**src/rtl/useq_pkg.sv**
```systemverilog
package useq_pkg;

    localparam int UW      = 20;
    localparam int UPC_W   = 8;
    localparam int OPC_W   = 2;
    localparam int RGN_W   = 3;
    localparam int FN_W    = 3;
    localparam int NORD    = 10;
    localparam int PAD_W   = UW - FN_W - NORD;
    localparam int BR_BIT  = 0;
    localparam int DSP_BIT = 1;
    localparam int TGT_LSB = 2;
    localparam int BRZ_W   = UW - UPC_W - 2;

    localparam logic [UPC_W-1:0] FETCH_A = 8'h20;
    localparam logic [UPC_W-1:0] INTR_A  = 8'h28;
    localparam logic [UPC_W-1:0] RSTV_A  = 8'h30;

    localparam logic [FN_W-1:0] FN_NOP = 3'b000;
    localparam logic [FN_W-1:0] FN_ADD = 3'b001;
    localparam logic [FN_W-1:0] FN_NOT = 3'b101;

    typedef struct packed {
        logic pc_abus;
        logic ir_abus;
        logic mem_dbus;
        logic mem_rd;
        logic ld_ir;
        logic inc_pc;
        logic fu_dbus;
        logic ld_x;
        logic ld_acc;
        logic irq_ack;
    } ord_t;

    localparam ord_t O_FETCH = '{pc_abus: 1'b1, mem_dbus: 1'b1, mem_rd: 1'b1,
                                 ld_ir: 1'b1, inc_pc: 1'b1, default: 1'b0};
    localparam ord_t O_LDX   = '{ld_x: 1'b1, default: 1'b0};
    localparam ord_t O_RES   = '{fu_dbus: 1'b1, ld_acc: 1'b1, default: 1'b0};
    localparam ord_t O_RDX   = '{ir_abus: 1'b1, mem_dbus: 1'b1, mem_rd: 1'b1,
                                 ld_x: 1'b1, default: 1'b0};
    localparam ord_t O_LOAD  = '{ir_abus: 1'b1, mem_dbus: 1'b1, mem_rd: 1'b1,
                                 ld_acc: 1'b1, default: 1'b0};
    localparam ord_t O_ACK   = '{irq_ack: 1'b1, default: 1'b0};

    function automatic logic [UPC_W-1:0] region_base(input logic [OPC_W-1:0] op);
        return UPC_W'(op) << RGN_W;
    endfunction

    function automatic logic [UW-1:0] mk_op(input logic [FN_W-1:0] fn, input ord_t o);
        return {fn, o, {PAD_W{1'b0}}};
    endfunction

    function automatic logic [UW-1:0] mk_br(input logic dsp, input logic [UPC_W-1:0] tgt);
        return {{BRZ_W{1'b0}}, tgt, dsp, 1'b1};
    endfunction

endpackage

```
**src/rtl/useq_store.sv**
```systemverilog
module useq_store
    import useq_pkg::*;
(
    input  logic [UPC_W-1:0] addr,
    output logic [UW-1:0]    word
);
    localparam logic [UPC_W-1:0] NOP_A = region_base(2'd0);
    localparam logic [UPC_W-1:0] NOT_A = region_base(2'd1);
    localparam logic [UPC_W-1:0] ADD_A = region_base(2'd2);
    localparam logic [UPC_W-1:0] LD_A  = region_base(2'd3);

    always_comb begin
        case (addr)
            NOP_A:              word = mk_br(1'b0, FETCH_A);
            NOT_A:              word = mk_op(FN_NOT, O_LDX);
            NOT_A + 8'd1:       word = mk_op(FN_NOP, O_RES);
            NOT_A + 8'd2:       word = mk_br(1'b0, FETCH_A);
            ADD_A:              word = mk_op(FN_ADD, O_RDX);
            ADD_A + 8'd1:       word = mk_op(FN_NOP, O_RES);
            ADD_A + 8'd2:       word = mk_br(1'b0, FETCH_A);
            LD_A:               word = mk_op(FN_NOP, O_LOAD);
            LD_A + 8'd1:        word = mk_br(1'b0, FETCH_A);
            FETCH_A:            word = mk_op(FN_NOP, O_FETCH);
            FETCH_A + 8'd1:     word = mk_br(1'b1, '0);
            INTR_A:             word = mk_op(FN_NOP, O_ACK);
            INTR_A + 8'd1:      word = mk_br(1'b0, FETCH_A);
            RSTV_A:             word = mk_br(1'b0, FETCH_A);
            default:            word = mk_br(1'b0, FETCH_A);
        endcase
    end
endmodule

```
**src/rtl/useq_decode.sv**
```systemverilog
module useq_decode
    import useq_pkg::*;
(
    input  logic [UW-1:0]    word,
    output ord_t             ord,
    output logic [FN_W-1:0]  fn,
    output logic             is_br,
    output logic             dsp,
    output logic [UPC_W-1:0] tgt
);
    always_comb begin
        is_br = word[BR_BIT];
        dsp   = word[DSP_BIT];
        tgt   = word[TGT_LSB +: UPC_W];
        if (is_br) begin
            ord = '0;
            fn  = FN_NOP;
        end else begin
            ord = word[PAD_W +: NORD];
            fn  = word[UW-1 -: FN_W];
        end
    end
endmodule

```
**src/rtl/useq_next.sv**
```systemverilog
module useq_next
    import useq_pkg::*;
(
    input  logic [UPC_W-1:0] upc,
    input  logic             is_br,
    input  logic             dsp,
    input  logic [UPC_W-1:0] tgt,
    input  logic [OPC_W-1:0] opcode,
    input  logic             irq,
    output logic [UPC_W-1:0] nxt
);
    always_comb begin
        if (!is_br)
            nxt = upc + 8'd1;
        else if (!dsp)
            nxt = tgt;
        else if (irq)
            nxt = INTR_A;
        else
            nxt = region_base(opcode);
    end
endmodule

```
**src/rtl/useq_ctrl.sv**
```systemverilog
module useq_ctrl
    import useq_pkg::*;
(
    input  logic             clk,
    input  logic             rst,
    input  logic [OPC_W-1:0] opcode_i,
    input  logic             irq_i,
    input  logic             mem_ready_i,
    output logic             pc_abus_o,
    output logic             ir_abus_o,
    output logic             mem_dbus_o,
    output logic             mem_rd_o,
    output logic             ld_ir_o,
    output logic             inc_pc_o,
    output logic             fu_dbus_o,
    output logic             ld_x_o,
    output logic             ld_acc_o,
    output logic             irq_ack_o,
    output logic [FN_W-1:0]  fn_o
);
    logic [UPC_W-1:0] upc, nxt, rom_addr, tgt;
    logic [UW-1:0]    ubuf, rom_q;
    ord_t             ord;
    logic [FN_W-1:0]  fn;
    logic             is_br, dsp, hold;

    useq_decode u_dec (
        .word  (ubuf),
        .ord   (ord),
        .fn    (fn),
        .is_br (is_br),
        .dsp   (dsp),
        .tgt   (tgt)
    );

    useq_next u_nxt (
        .upc    (upc),
        .is_br  (is_br),
        .dsp    (dsp),
        .tgt    (tgt),
        .opcode (opcode_i),
        .irq    (irq_i),
        .nxt    (nxt)
    );

    assign hold     = ord.mem_rd & ~mem_ready_i;
    assign rom_addr = rst ? RSTV_A : (hold ? upc : nxt);

    useq_store u_rom (
        .addr (rom_addr),
        .word (rom_q)
    );

    always_ff @(posedge clk) begin
        if (rst) begin
            upc  <= RSTV_A;
            ubuf <= rom_q;
        end else begin
            upc  <= rom_addr;
            ubuf <= rom_q;
        end
    end

    assign pc_abus_o  = ord.pc_abus;
    assign ir_abus_o  = ord.ir_abus;
    assign mem_dbus_o = ord.mem_dbus;
    assign mem_rd_o   = ord.mem_rd;
    assign ld_ir_o    = ord.ld_ir;
    assign inc_pc_o   = ord.inc_pc;
    assign fu_dbus_o  = ord.fu_dbus;
    assign ld_x_o     = ord.ld_x;
    assign ld_acc_o   = ord.ld_acc;
    assign irq_ack_o  = ord.irq_ack;
    assign fn_o       = fn;
endmodule

```
**config.mk**
```make
export PLATFORM = sky130hd
export DESIGN_NAME = useq_ctrl
export DESIGN_NICKNAME = d
export VERILOG_FILES = /design/src/rtl/useq_pkg.sv /design/src/rtl/useq_store.sv /design/src/rtl/useq_decode.sv /design/src/rtl/useq_next.sv /design/src/rtl/useq_ctrl.sv
export SDC_FILE = /design/constraint.sdc
export NUM_CORES = 1
export LEC_CHECK = 0
export ABC_AREA = 1
export BUFFER_PORTS_ARGS = -buffer_cell sky130_fd_sc_hd__buf_4
export CAP_MARGIN = 5
export CORE_MARGIN = 5
export CORE_UTILIZATION = 44
export DETAILED_ROUTE_END_ITERATION = 6
export SLEW_MARGIN = 20
export SYNTH_ARGS = -nofsm -noshare
export SYNTH_HDL_FRONTEND = slang
export SYNTH_SLANG_ARGS = --single-unit
export TNS_END_PERCENT = 20
```
**constraint.sdc**
```tcl
create_clock -name clk -period 4.5 [get_ports clk]
set_clock_uncertainty 0.05 [all_clocks]
set_input_delay 0.9 -clock clk [delete_from_list [all_inputs] [get_ports clk]]
set_output_delay 0.9 -clock clk [all_outputs]
set_load 0.01 [all_outputs]
```
# Word level (Yosys, flattened, before mapping)
# Memories as Yosys holds them, arrays and structs flattened. A register that Yosys moved wholly into a read port is not among the register bits.
# Cells that the tools add are included.
dict set report totals {
  regBits 28
  romBits 896
  inputBits 6
  output_inout_bits 13
  elab_cells 15
  memories 1
}
dict set report op_classes {
  n_addsub 1
  n_mux 7
  n_bitwise 2
  reduce_logical 2
}
# memory depth width read_ports rd_ports_with_merged_regs wr line
set memory_table {}
lappend memory_table {{(no name shown)} 64 14 1 1 0 useq_store.sv:13} ;# case (addr)
# cell n
set ops {}
lappend ops {{two-way mux 8 bit} 4}
lappend ops {{two-way mux 10 bit} 1}
lappend ops {{adder 8 x 1 -> 8 bit (second input constant)} 1}
lappend ops {{two-way mux 6 bit} 1}
lappend ops {{two-way mux 3 bit} 1}
lappend ops {{zero test 2 bit} 1}
lappend ops {{bitwise AND 1 bit} 1}
lappend ops {{zero test 1 bit} 1}
lappend ops {{inverter 1 bit} 1}

# Logic depth before layout (Yosys ltp)
# Gate-level depths: netlist of run 1.
dict set report logic_depth {
  depth_word 7
  ltp_mapped 13
}

# By module
# A second synthesis of run 1 with hierarchy kept.
dict set report unflattened {
  hier_cells 225
  hier_area_um2 1542.7
}
# mod instances cells_per_inst area_each_um2 seq_area_each_um2
set modules_own_cells {}
lappend modules_own_cells {useq_ctrl 1 78 774.5 560.5}
lappend modules_own_cells {useq_store 1 55 315.3 0.0}
lappend modules_own_cells {useq_next 1 55 269.0 0.0}
lappend modules_own_cells {useq_decode 1 37 183.9 0.0}

# Worst setup path before layout of run 1
# No wires, ideal clock.
dict set report synth_timing {
  kind {register -> output}
  from {register ubuf[0]}
  to {output ld_ir_o}
  arrival_ns 1.000
  setup_slack_ns 2.550
  path_stages_with_launch 5
  cell_sequence {dfxtp_1 buf_6 buf_2 nor2_1 buf_4}
}
dict set report synth_between {
  elab_chain_cells 1
}
# item line
set synth_lines {}
lappend synth_lines {{start, declared} useq_ctrl.sv:22} ;# logic [UW-1:0] ubuf, rom_q;
lappend synth_lines {{two-way mux 10 bit} useq_decode.sv:15} ;# if (is_br) begin
lappend synth_lines {{end, declared} useq_ctrl.sv:13} ;# output logic ld_ir_o,
# No other way between the ends.

# Worst setup path in the final report of run 1
dict set report layout_timing {
  from {register ubuf[0]}
  to {output pc_abus_o}
}
dict set report layout_between {
  elab_chain_cells 1
}
# item line
set layout_lines {}
lappend layout_lines {{two-way mux 10 bit} useq_decode.sv:15}
lappend layout_lines {{end, declared} useq_ctrl.sv:9} ;# output logic pc_abus_o,
# No other way between the ends.

==> flow_metrics.py, run 1 <==
metrics = {
    "pwr": {
        "vdd_drop_max_v": 0.000347,
        "powerDensity_mw_per_mm2": 493,
        "power_uw": 648,
        "cellLeakagePower_nw": 0.715,
    },
    "die": {
        "dieArea_mm2": 0.00383,
        "ios": 19,
        "rows": 18,
        "initial_core_util_pct": 47.0,
        "die_x_um": 61.9,
        "core-area_mm2": 0.00252,
        "fp.dieH_um": 61.9,
    },
    "synth": {
        "synth_top_family_by_area": "simple AND/OR/NAND/NOR gates",
        "post_synth.cell_area_avg_um2": 6.11,
        "syn_nets": 201,
        "ys_seq_elements": 18,
        "yosysSeqAreaShare_pct": 30.4,
        "synth-adder-area-share_pct": 1.06,
        "ys_warn_count": 0,
        "synth-simple-area-share_pct": 44.1,
        "syn_inst": 194,
        "syn_area_mm2": 0.00118,
        "yosysUniqueCellTypes": 23,
        "synth_xor_area_share_pct": 0,
        "synth_compound_area_share_pct": 6.44,
        "synth_mux_area_share_pct": 0,
    },
    "cells_and_area": {
        "area_growth_pct": 10.9,
        "layout_commonest_cell": "nand2_1",
        "nets": 214,
        "fin_util_pct": 52.1,
        "diodes": 0,
        "drive_above_1_share_pct": 20.4,
        "final_cell_mix": "nand2_1 (54), nor2_1 (32), inv_1 (28)",
    },
    "clock_tree": {
        "clock-sinks": 18,
        "cts_setup_buffers": 0,
        "clk_latency_ps": 290,
        "clockRootBuffer": "clkbuf_4",
        "ctsHoldBuffers": 0,
        "path_clk_slew_ps": 100,
        "cts_buffer_depth": 2,
        "cts_buffers": 3,
        "cts_tree": "yes",
        "post_cts_resize_count": 0,
        "htree_levels": 1,
    },
    "detailed_routing": {
        "route.antenna.remaining_nets": 0,
        "viasPerCell": 4.82,
        "drt-total-wl_mm": 2.64,
        "dr.pass1.iters": 4,
        "drtIter0Drc": 59,
        "route.detailed.drc": 0,
        "routedWlPerCell_um": 11.2,
        "vias": 1138,
    },
    "grt": {
        "grt_pass1_vias": 1029,
        "grt_max_degree": 17,
        "antenna_found_initial": 0,
        "grt_pass1_wl_mm": 4.44,
        "gr-total-overflow": 0,
        "grtUsageTotal_pct": 15.6,
    },
    "timing": {
        "drv_slew": 0,
        "finalSetupViolations": 0,
        "rsz0062_at_grt": "false",
        "hold_viol": 0,
        "relSlewSlack_pct": 53.5,
        "worstMarginPinSlew_ps": 697,
        "setup_tns_ps": 0,
        "fmax_mhz": 420,
        "final.period_utilization_pct": 52.9,
        "period_needed_ps": 2380,
    },
    "worst_setup_path": {
        "worstPathArrival_ps": 1430,
        "crit_path_end_kind": "output port",
        "crit_required_ps": 3550,
        "crit_type": "reg2out",
        "worstPathMaxFanout": 16,
        "start_kind": "flip-flop",
    },
    "place": {
        "globalplace.congestion": 0.877,
        "dp_hpwl_mm": 2.19,
        "port_buffers": 17,
    },
    "run_status": {
        "outcome": "finished clean",
    },
    "flow_run": {
        "cap_violations": 0,
    },
    "worst_hold_path": {
        "min_path_type": "reg2reg",
    },
}
[worst max-delay path, stage by stage, from the launching register on]
cell and delay [ps]:
dfxtp_1 780, nor2_1 170, buf_4 190
[flip-flops by register name, summed over array words and instances (netlist names)]
signal  count
upc         8
ubuf       10
[metrics by stage]
step | setup slack [ps] | cells | hold slack, ps | instance area [um^2]
6_report | 2120 | 236 | 591 | 1310
5_1_grt | 2010 | 236 | 640 | 1310
4_1_cts | 2080 | 236 | 588 | 1310
3_5_place_dp | 2220 | 232 | 572 | 1280
3_3_place_gp | 2240 | 232 | 582 | 1280
2_1_floorplan | 2550 | 194 | 512 | 1180
[cells by family after synthesis]
logic type                 Yosys count
other                                1
and+or+nand+nor                    120
DFF                                 18
adders and majority gates            1
buffers and inverters               43
AOI/OAI and AO/OA                   11
[routing by layer]
metal | part of all wire, % | global-route usage (%) | routed length (um) | vias to the layer above
met5 | 0 | 0 | 0 | -
met4 | 2.1 | 6.36 | 55 | 0
met3 | 4.0 | 2.48 | 105 | 7
met2 | 44 | 25.3 | 1170 | 21
met1 | 49 | 20.8 | 1310 | 504
li1 | - | - | - | 606
[cell type report]
type,instances,area [um^2]
fill,276,1210
inverter,34,136
timing repair buffer,17,128
multi-input combinational,133,616
sequential,18,360
clock buffer,4,36.3
tap,30,37.5
[power breakdown]
part	internal, mW	total [mW]	switching [mW]
Clock	0.0493	0.0982	0.0488
Combinational	0.110	0.301	0.191
Sequential	0.199	0.249	0.0500
Total	0.358	0.648	0.290
[cells in the mapped netlist (all sizes together)]
library cell   n  area [um^2]
nor2          35          139
a21oi          7         53.8
ha             1         12.5
nand3         24          138
o21ai          3         15.0
buf            9         72.6
nand2         59          234
dfxtp         18          360
o211ai         1         7.51
inv           33          131
conb           1         3.75
nand4          2         12.5
clkinv         1         5.00
[final timing paths]
kind,start,end,slack [ps],depth (start not counted)
max,ubuf[0],pc_abus_o,2120,2
min,upc[6],upc[6],590,4
max reg2reg,ubuf[0],ubuf[7],2430,11
min reg2reg,upc[6],upc[6],590,4
Note: power is estimated with default switching activity, not from simulation.
==> run 2: changes to the inputs <==
Clock period 4.5 ns to 2.2 ns, I/O delays scaled along.
==> run 2 against run 1 <==
  * Combinational power up 120%
  * First-iteration DRC count down 32%
  * Global-route usage rose by 0.53 points
  * Register-to-register slack worse by 2100 ps
  * Critical path depth increased by 9
  * Clock power increased by 110%
  * Highest routed layer unchanged
  * Critical path type is now reg2reg
  * Total power grew 110%
  * Sequential power grew 98%
  * Utilization increased by 0.35 points
  * Routed wire length grew 2.5%
==> flow_metrics.py, run 2 (synthesized netlist as in run 1, its figures left out) <==
metrics = {
    "worst_hold_path": {
        "whs_path_depth": 3,
        "min_path_type": "in2reg",
    },
    "pwr": {
        "power.net_switching_uw": 603,
        "seq_power_share_pct": 36.5,
        "comb_power_share_pct": 48.1,
        "cellLeakagePower_nw": 0.719,
        "powerDensity_mw_per_mm2": 1020,
        "vdd_drop_max_v": 0.000488,
        "internal_power_uw": 744,
        "clockPowerShare_pct": 15.4,
        "swShare_pct": 44.8,
    },
    "place": {
        "dp_hpwl_mm": 2.15,
        "dp.cells": 233,
        "dpl_cell_area_mm2": 0.00128,
        "port_buffers": 17,
        "globalplace.congestion": 0.801,
    },
    "worst_setup_path": {
        "reg2regPathDepth": 11,
        "worstPathMaxFanout": 12,
        "crit_path_end_kind": "flip-flop",
        "crit_required_ps": 2330,
        "start_kind": "flip-flop",
        "crit_type": "reg2reg",
        "worstPathArrival_ps": 1990,
    },
    "grt": {
        "gr-total-overflow": 0,
        "use_met2_pct": 26.5,
        "grt.busiest_layer": "met2",
        "grtUsageTotal_pct": 16.2,
        "grt_use_met1_pct": 22.0,
        "grt_pass1_wl_mm": 4.57,
        "antenna_found_initial": 0,
        "grt.met3_usage_pct": 2.48,
        "grt_max_degree": 13,
        "grt_pass1_vias": 1022,
    },
    "clock_tree": {
        "clk_latency_ps": 300,
        "path_clk_slew_ps": 120,
        "cts_buffers": 3,
        "clock-sinks": 18,
        "clockRootBuffer": "clkbuf_4",
        "htree_levels": 1,
        "cts_tree": "yes",
        "cts_buffer_depth": 2,
    },
    "cells_and_area": {
        "diodes": 0,
        "final_cell_mix": "nand2_1 (54), nor2_1 (32), inv_1 (28)",
        "design_area_mm2": 0.00132,
        "largest_register": "ubuf",
        "layout_commonest_cell": "nand2_1",
        "largest_reg_flops": 10,
        "drive_above_1_share_pct": 21.3,
        "reg.largest.list": "ubuf x10, upc x8",
        "nets": 215,
        "fin_util_pct": 52.4,
        "stdcell_count": 237,
        "area_growth_pct": 11.6,
    },
    "die": {
        "fp.dieH_um": 61.9,
        "ios": 19,
        "die_x_um": 61.9,
        "core-area_mm2": 0.00252,
        "initial_core_util_pct": 47.0,
        "dieArea_mm2": 0.00383,
        "rows": 18,
    },
    "timing": {
        "period_needed_ps": 1860,
        "hold_viol": 0,
        "setup_tns_ps": 0,
        "holdWs_ps": 467,
        "finalSetupViolations": 0,
        "rsz0062_at_grt": "false",
        "final.period_utilization_pct": 84.6,
        "drv_slew": 0,
        "fmax_mhz": 537,
    },
    "detailed_routing": {
        "drtIter0Drc": 40,
        "viasPerCell": 4.77,
        "route.detailed.drc": 0,
        "vias": 1131,
        "dr.pass1.iters": 4,
        "routedWlPerCell_um": 11.4,
        "drt-total-wl_mm": 2.71,
        "route.antenna.remaining_nets": 0,
    },
    "run_status": {
        "outcome": "finished clean",
    },
    "flow_run": {
        "cap_violations": 0,
    },
}
[run 2: final timing paths]
kind	startpoint	to	slack (ps)
max	ubuf[0]	ubuf[7]	340
min	rst	upc[5]	470
max reg2reg	ubuf[0]	ubuf[7]	340
min reg2reg	upc[7]	upc[7]	590
[run 2: power by group through the flow]
stage          combinational (mW)  clock (mW)  sequential, mW
4_1_cts                     0.652       0.216           0.490
6_report                    0.648       0.207           0.492
2_1_floorplan               0.540           0           0.454
3_3_place_gp                0.646           0           0.497
5_1_grt                     0.747       0.232           0.501
3_5_place_dp                0.649           0           0.497
[run 2: metal layers]
metal | up-vias | part of all wire, %
li1 | 609 | -
met1 | 502 | 51
met2 | 18 | 45
met3 | 2 | 3.7
met4 | 0 | 0.30
met5 | - | 0
[run 2: stage by stage]
stage                     setup slack, ps  total power, mW
after detailed placement              195             1.15
after floorplan                       664            0.993
after CTS                             175             1.36
after global placement                135             1.14
after global routing                  170             1.48
final                                 338             1.35
[run 2: timing repair]
item / in CTS / in global routing
endpoints found under the setup margin: 0 / 1
resized for setup: 0 / 1
buffers inserted: 0 / 0
hold buffers: 0 / 0
hold endpoints to repair: 0 / 0
[run 2: final cells by class]
cell class	count	area, um^2
timing repair buffer	18	135
sequential	18	362
inverter	34	136
clock buffer	4	36.3
fill	264	1200
tap	30	37.5
multi-input combinational	133	616
[run 2: critical path, stage by stage (launching register included)]
cell	delay (ps)
dfxtp_2	490
inv_8	80
nand3_4	160
clkinv_2	180
nor2_1	140
nand2_1	80
nand2_2	110
nand3_1	100
nor2_1	160
nor2_1	60
nor2_1	90
nand2_1	70
